$ cat config.mk
export PLATFORM = sky130hd
export DESIGN_NAME = defect_map_merge
export DESIGN_NICKNAME = d
export VERILOG_FILES = /design/src/rtl/dmm_pkg.sv /design/src/rtl/dmm_map_store.sv /design/src/rtl/dmm_classify.sv /design/src/rtl/dmm_walker.sv /design/src/rtl/defect_map_merge.sv
export SDC_FILE = /design/constraint.sdc
export NUM_CORES = 1
export LEC_CHECK = 0
export ABC_AREA = 1
export ABC_CLOCK_PERIOD_IN_PS = 4850
export BUFFER_PORTS_ARGS = -buffer_cell sky130_fd_sc_hd__buf_4
export CORE_ASPECT_RATIO = 0.7
export CORE_MARGIN = 2
export CORE_UTILIZATION = 30
export CTS_BUF_LIST = sky130_fd_sc_hd__clkbuf_16
export DETAILED_ROUTE_END_ITERATION = 8
export PLACE_DENSITY = 0.54
export RECOVER_POWER = 50
export SYNTH_ARGS = -nofsm -noshare
export SYNTH_HDL_FRONTEND = slang
export SYNTH_SLANG_ARGS = --single-unit
$ cat constraint.sdc
create_clock -name clk -period 4.85 [get_ports clk]
set_input_delay 0.485 -clock clk [delete_from_list [all_inputs] [get_ports clk]]
set_output_delay 0.485 -clock clk [all_outputs]
set_load 0.03 [all_outputs]
$ cat src/rtl/dmm_pkg.sv
package dmm_pkg;
  localparam int NMAP = 3;
  localparam logic [1:0] ST_DEF  = 2'b00;
  localparam logic [1:0] ST_PART = 2'b01;
  localparam logic [1:0] ST_FULL = 2'b10;

  // grade from the three per-map good bits
  function automatic logic [1:0] grade(input logic [NMAP-1:0] g);
    if (&g)      return ST_FULL;
    else if (|g) return ST_PART;
    else         return ST_DEF;
  endfunction

  // does a neighbour with good bits g make this block worth retesting;
  // horiz selects the east-kind map, otherwise the south-kind map
  function automatic logic link_ok(input logic [NMAP-1:0] g, input logic horiz);
    logic [1:0] s;
    s = grade(g);
    if (s == ST_FULL)      return 1'b1;
    else if (s == ST_PART) return horiz ? g[1] : g[2];
    else                   return 1'b0;
  endfunction
endpackage

$ cat src/rtl/dmm_map_store.sv
module dmm_map_store
  import dmm_pkg::*;
#(
  parameter int NB = 16,
  parameter int IW = 4
) (
  input  logic                       clk,
  input  logic                       rst_n,
  input  logic                       we,
  input  logic [IW-1:0]              idx,
  input  logic [1:0]                 map,
  input  logic                       pass,
  output logic [NMAP-1:0][NB-1:0]    good
);
  logic [NMAP-1:0][NB-1:0] seen_q, fail_q;

  for (genvar m = 0; m < NMAP; m++) begin : g_map
    logic hit;
    assign hit = we && (map == 2'(m)) && (int'(idx) < NB);
    always_ff @(posedge clk) begin
      if (!rst_n) begin
        seen_q[m] <= '0;
        fail_q[m] <= '0;
      end else if (hit) begin
        if (pass) seen_q[m][idx] <= 1'b1;
        else      fail_q[m][idx] <= 1'b1;
      end
    end
    assign good[m] = seen_q[m] & ~fail_q[m];
  end

  // a recorded fail never clears
  a_r2_fail_sticky: assert property (@(posedge clk) disable iff (!rst_n)
    (fail_q & $past(fail_q)) == $past(fail_q));
endmodule

$ cat src/rtl/dmm_classify.sv
module dmm_classify
  import dmm_pkg::*;
#(
  parameter int N  = 4,
  parameter int NB = 16,
  parameter int IW = 4
) (
  input  logic [NMAP-1:0][NB-1:0] good,
  input  logic [IW-1:0]           idx,
  output logic [1:0]              status,
  output logic                    cand
);
  function automatic logic [NMAP-1:0] bits_at(input logic [NMAP-1:0][NB-1:0] gv,
                                              input int j);
    logic [NMAP-1:0] r;
    for (int m = 0; m < NMAP; m++) r[m] = gv[m][j];
    return r;
  endfunction

  int row, col, self;

  always_comb begin
    self   = int'(idx);
    row    = self / N;
    col    = self % N;
    status = grade(bits_at(good, self));
    cand   = 1'b0;
    if (status != ST_FULL) begin
      if (col > 0)     cand = cand | link_ok(bits_at(good, self - 1), 1'b1);
      if (col < N - 1) cand = cand | link_ok(bits_at(good, self + 1), 1'b1);
      if (row > 0)     cand = cand | link_ok(bits_at(good, self - N), 1'b0);
      if (row < N - 1) cand = cand | link_ok(bits_at(good, self + N), 1'b0);
    end
  end
endmodule

$ cat src/rtl/dmm_walker.sv
module dmm_walker #(
  parameter int NB = 16,
  parameter int IW = 4
) (
  input  logic          clk,
  input  logic          rst_n,
  input  logic          start,
  output logic          busy,
  output logic          done,
  output logic [IW-1:0] idx
);
  localparam logic [IW-1:0] LAST = IW'(NB - 1);

  always_ff @(posedge clk) begin
    if (!rst_n) begin
      busy <= 1'b0;
      done <= 1'b0;
      idx  <= '0;
    end else begin
      done <= 1'b0;
      if (!busy && start) begin
        busy <= 1'b1;
        idx  <= '0;
      end else if (busy) begin
        if (idx == LAST) begin
          busy <= 1'b0;
          done <= 1'b1;
        end
        idx <= idx + 1'b1;
      end
    end
  end

  // row-major walk, one block per clock
  a_r7_walk_step: assert property (@(posedge clk) disable iff (!rst_n)
    (busy && $past(busy)) |-> idx == $past(idx) + 1'b1);
  // walk starts at block 0
  a_r7_walk_origin: assert property (@(posedge clk) disable iff (!rst_n)
    $rose(busy) |-> idx == '0);
  // done follows the last visited block
  a_r7_done_pulse: assert property (@(posedge clk) disable iff (!rst_n)
    done |-> (!busy && $past(busy) && $past(idx) == LAST));
endmodule

$ cat src/rtl/defect_map_merge.sv
module defect_map_merge
  import dmm_pkg::*;
#(
  parameter  int N  = 4,
  localparam int NB = N * N,
  localparam int IW = $clog2(NB)
) (
  input  logic          clk,
  input  logic          rst_n,
  input  logic          wr_en,
  input  logic [IW-1:0] wr_idx,
  input  logic [1:0]    wr_map,
  input  logic          wr_pass,
  input  logic          start,
  output logic          busy,
  output logic          done,
  input  logic [IW-1:0] rd_idx,
  output logic [1:0]    rd_status,
  output logic          rd_cand
);
  logic [NMAP-1:0][NB-1:0] good;
  logic                    wr_accept;
  logic [IW-1:0]           walk_idx;
  logic [1:0]              status_w;
  logic                    cand_w;
  logic                    st_we;
  logic [1:0]              status_q [NB];
  logic [NB-1:0]           cand_q;

  assign wr_accept = wr_en && !busy;

  dmm_map_store #(.NB(NB), .IW(IW)) u_store (
    .clk(clk), .rst_n(rst_n), .we(wr_accept), .idx(wr_idx),
    .map(wr_map), .pass(wr_pass), .good(good));

  dmm_walker #(.NB(NB), .IW(IW)) u_walk (
    .clk(clk), .rst_n(rst_n), .start(start),
    .busy(busy), .done(done), .idx(walk_idx));

  dmm_classify #(.N(N), .NB(NB), .IW(IW)) u_cls (
    .good(good), .idx(walk_idx), .status(status_w), .cand(cand_w));

  assign st_we = busy;

  always_ff @(posedge clk) begin
    if (!rst_n) begin
      for (int i = 0; i < NB; i++) status_q[i] <= ST_DEF;
      cand_q <= '0;
    end else if (st_we && int'(walk_idx) < NB) begin
      status_q[walk_idx] <= status_w;
      cand_q[walk_idx]   <= cand_w;
    end
  end

  always_comb begin
    if (int'(rd_idx) < NB) begin
      rd_status = status_q[rd_idx];
      rd_cand   = cand_q[rd_idx];
    end else begin
      rd_status = ST_DEF;
      rd_cand   = 1'b0;
    end
  end

  // the unused code never reaches the result store
  a_r4_no_code11: assert property (@(posedge clk) disable iff (!rst_n)
    st_we |-> status_w != 2'b11);
  // fully recovered blocks are never flagged
  a_r6_full_not_cand: assert property (@(posedge clk) disable iff (!rst_n)
    (st_we && status_w == ST_FULL) |-> !cand_w);
  // maps stay frozen across a walk
  a_r8_maps_frozen: assert property (@(posedge clk) disable iff (!rst_n)
    busy |=> $stable(good));
  // read results change only while walking
  a_r10_hold_idle: assert property (@(posedge clk) disable iff (!rst_n)
    !busy |=> $stable(cand_q));
endmodule

==> flow_metrics.env <==
export IMPL_endpoint_kind="flop"
export IMPL_slowest_delay_ns=1.87
export IMPL_htreeDepth=4
export IMPL_wl_per_cell_um=15.13
export IMPL_reg2reg_depth=10
export IMPL_ant_nets=0
export IMPL_diodes=0
export IMPL_die_h_um=130.9
export IMPL_fin_crit_sh_pct=78.24
export IMPL_cp_top_family="buffers and inverters"
export IMPL_finalHoldViolCount=0
export IMPL_std_cell_rows=46
export IMPL_drt_pass1_iterations=5
export IMPL_synthCells=929
export IMPL_cts_max_path_buffers=2
export IMPL_crit_fanout=63
export IMPL_cts_sinks=150
export IMPL_total_leakage_power_nw=2.936
export IMPL_ys_seq_area_share_pct=48.18
export IMPL_start_util_pct=30.50
export IMPL_maxSlewViolCount=64
export IMPL_rsz0062_at_grt="false"
export IMPL_status="finished with violations"
export IMPL_syn_avg_cell_area_um2=7.425
export IMPL_min_path_cells=3
export IMPL_final_cell_mix="169 x nand2_1, 134 x nor2_1, 120 x nand3_1"
export IMPL_dp_hpwl_mm=13.23
export IMPL_antenna_found_initial=0
export IMPL_fmax_mhz=263.5
export IMPL_port_buffers=19
export IMPL_grtUsageTotal_pct=16.41
export IMPL_crit_slowest_cell="clkinvlp_2"
export IMPL_ys_warn_count=0
export IMPL_slew_headroom_pct=-57.59
export IMPL_ys_types=25
export IMPL_dieArea_um2=24240
export IMPL_fp_dieW_um=185.2
export IMPL_gp_congestion=0.8647
export IMPL_path_cells="buf_4 -> clkinvlp_2 -> clkbuf_2 -> a21oi_1"
export IMPL_post_route_min_period_ns=3.795
export IMPL_root_buffer="clkbuf_16"
export IMPL_startpoint_type="input port"
export IMPL_setup_viol=0
export IMPL_post_cts_setup_buffers=0
export IMPL_drive_gt1_share_pct=6.878
export IMPL_required_ns=5.18
export IMPL_synth_top_cell_area_share_pct=34.25
export IMPL_worst_path_buf_inv=3
export IMPL_worst_pin_slew_ns=2.351
export IMPL_hp_class="in -> reg"
export IMPL_grt_pass1_vias=5513
export IMPL_hold_buffers=0
export IMPL_powerDensity_nw_per_um2=365.7
export IMPL_cts_tree="built"
export IMPL_ir_drop_v=0.0002088
export IMPL_cp_depth=4
export IMPL_postCtsResizedCells=0
export IMPL_worstPathArrival_ns=4.13
export IMPL_remaining_drc_errors=0
export IMPL_worst_slack_ns=1.055
export IMPL_netlist_area_um2=6898
export IMPL_fin_skew_ns=0.01536
export IMPL_routed_via_density=4.753
export IMPL_fin_nets=955
export IMPL_vias=5975
export IMPL_path_clk_slew_ns=0.06
export IMPL_synth_seq_cells=150
export IMPL_num_io_pins=20
export IMPL_grt_start_max_net_pins=64
export IMPL_syn_nets=952
export IMPL_synth_area_leaders="dfxtp_1 34%, edfxtp_1 14%, nand2_1 9.2%"
export IMPL_clock_latency_ns=0.43
export IMPL_drtIter0Drc=722
export IMPL_violations="max-capacitance violations, max-slew violations"
export IMPL_criticalPathCategory="in -> reg"
export IMPL_synth_largest_area_cell="dfxtp_1"
export IMPL_grt_pass1_wl_mm=30.49
export IMPL_core_um2=22620
export IMPL_cts_buffers=17
export IMPL_final_common_cell="nand2_1"
export IMPL_wl_mm=19.02
export IMPL_tns_ns=0
export IMPL_drv_cap=1
export IMPL_syn2layout_area_growth_pct=14.31
export IMPL_power_total_mw=2.884
export IMPL_post_place_ws_ns=1.345
export IMPL_grt_overflow_total=0
-- Yosys cell counts --
library cell	count
edfxtp_1	32
nand3_1	120
buf_4	1
nor4_2	6
ha_1	8
o21bai_1	1
o211ai_1	12
a21oi_1	118
nand4_1	1
nor2_2	2
inv_1	110
dfxtp_1	118
nor2_1	134
nand3_2	1
buf_1	6
nand2_1	169
nand3b_1	1
nand2_2	1
xnor2_1	2
xor2_1	2
buf_2	9
inv_2	4
o21ai_0	31
mux2i_1	14
clkbuf_1	26
-- layer usage --
layer	part of all wire [%]	track usage (%)	wire [um]	vias up
met3	6.3	3.686	1196	14
met2	40	23.11	7632	165
li1	-	-	-	3029
met1	53	24.95	10080	2767
met5	0	0	0	-
met4	0.60	4.202	114	0
-- tightest hold or removal path: stages --
cell,delay [ns]
buf_4,0.10
nor2_1,0.04
nor2_1,0.08
-- registers in the layout, indices dropped and copies added (netlist names) --
register / flops
u_store.seen_q: 48
u_walk.idx: 4
u_walk.busy: 1
status_q: 32
u_walk.done: 1
u_store.fail_q: 48
cand_q: 16
-- logic make-up (layout without fill, tap and decap cells) --
group           after synthesis  after routing  share of synthesized area [%]
compound gates              162            162                          12.23
fa+ha+maj                     8              8                          1.451
simple gates                435            435                          26.90
xor+xnor                      4              4                         0.5080
buf+inv                     156            172                          8.707
flops                       150            150                          48.18
mux                          14             14                          2.031
-- final timing paths --
kind,startpoint,to,slack [ns]
setup / recovery,rst_n,u_store.seen_q[13],1.06
hold / removal,start,u_walk.busy,0.33
setup reg to reg,u_walk.idx[0],status_q[2][0],1.31
hold reg to reg,u_store.fail_q[45],u_store.fail_q[45],0.46
-- where the power goes --
part / total, mW / switching, mW / internal, mW / leakage (nW)
Clock: 1.36 / 0.545 / 0.814 / 0.303
Combinational: 0.221 / 0.161 / 0.0601 / 1.35
Sequential: 1.30 / 0.0149 / 1.29 / 1.28
Total: 2.88 / 0.721 / 2.16 / 2.94
-- layout make-up --
type	count	area (um^2)
fill	2351	14730
sequential	150	3323
multi-input combinational	623	2962
inverter	114	429.2
clock buffer	17	425.4
tap	312	390.4
clock inverter	15	177.7
timing repair buffer	26	177.7
-- stage by stage --
stage / hold WS, ns / util (%) / instances / cell area [um^2]
after detailed placement: 0.4491 / 32.33 / 1225 / 7312
after global routing: 0.3271 / 34.86 / 1257 / 7885
after floorplan: 0.4307 / - / 929 / 6898
after global placement: 0.4433 / 32.33 / 1225 / 7312
after CTS: 0.3183 / 34.99 / 1257 / 7915
final: 0.3300 / 34.86 / 1257 / 7885
Power figures use the tool's default switching activity.
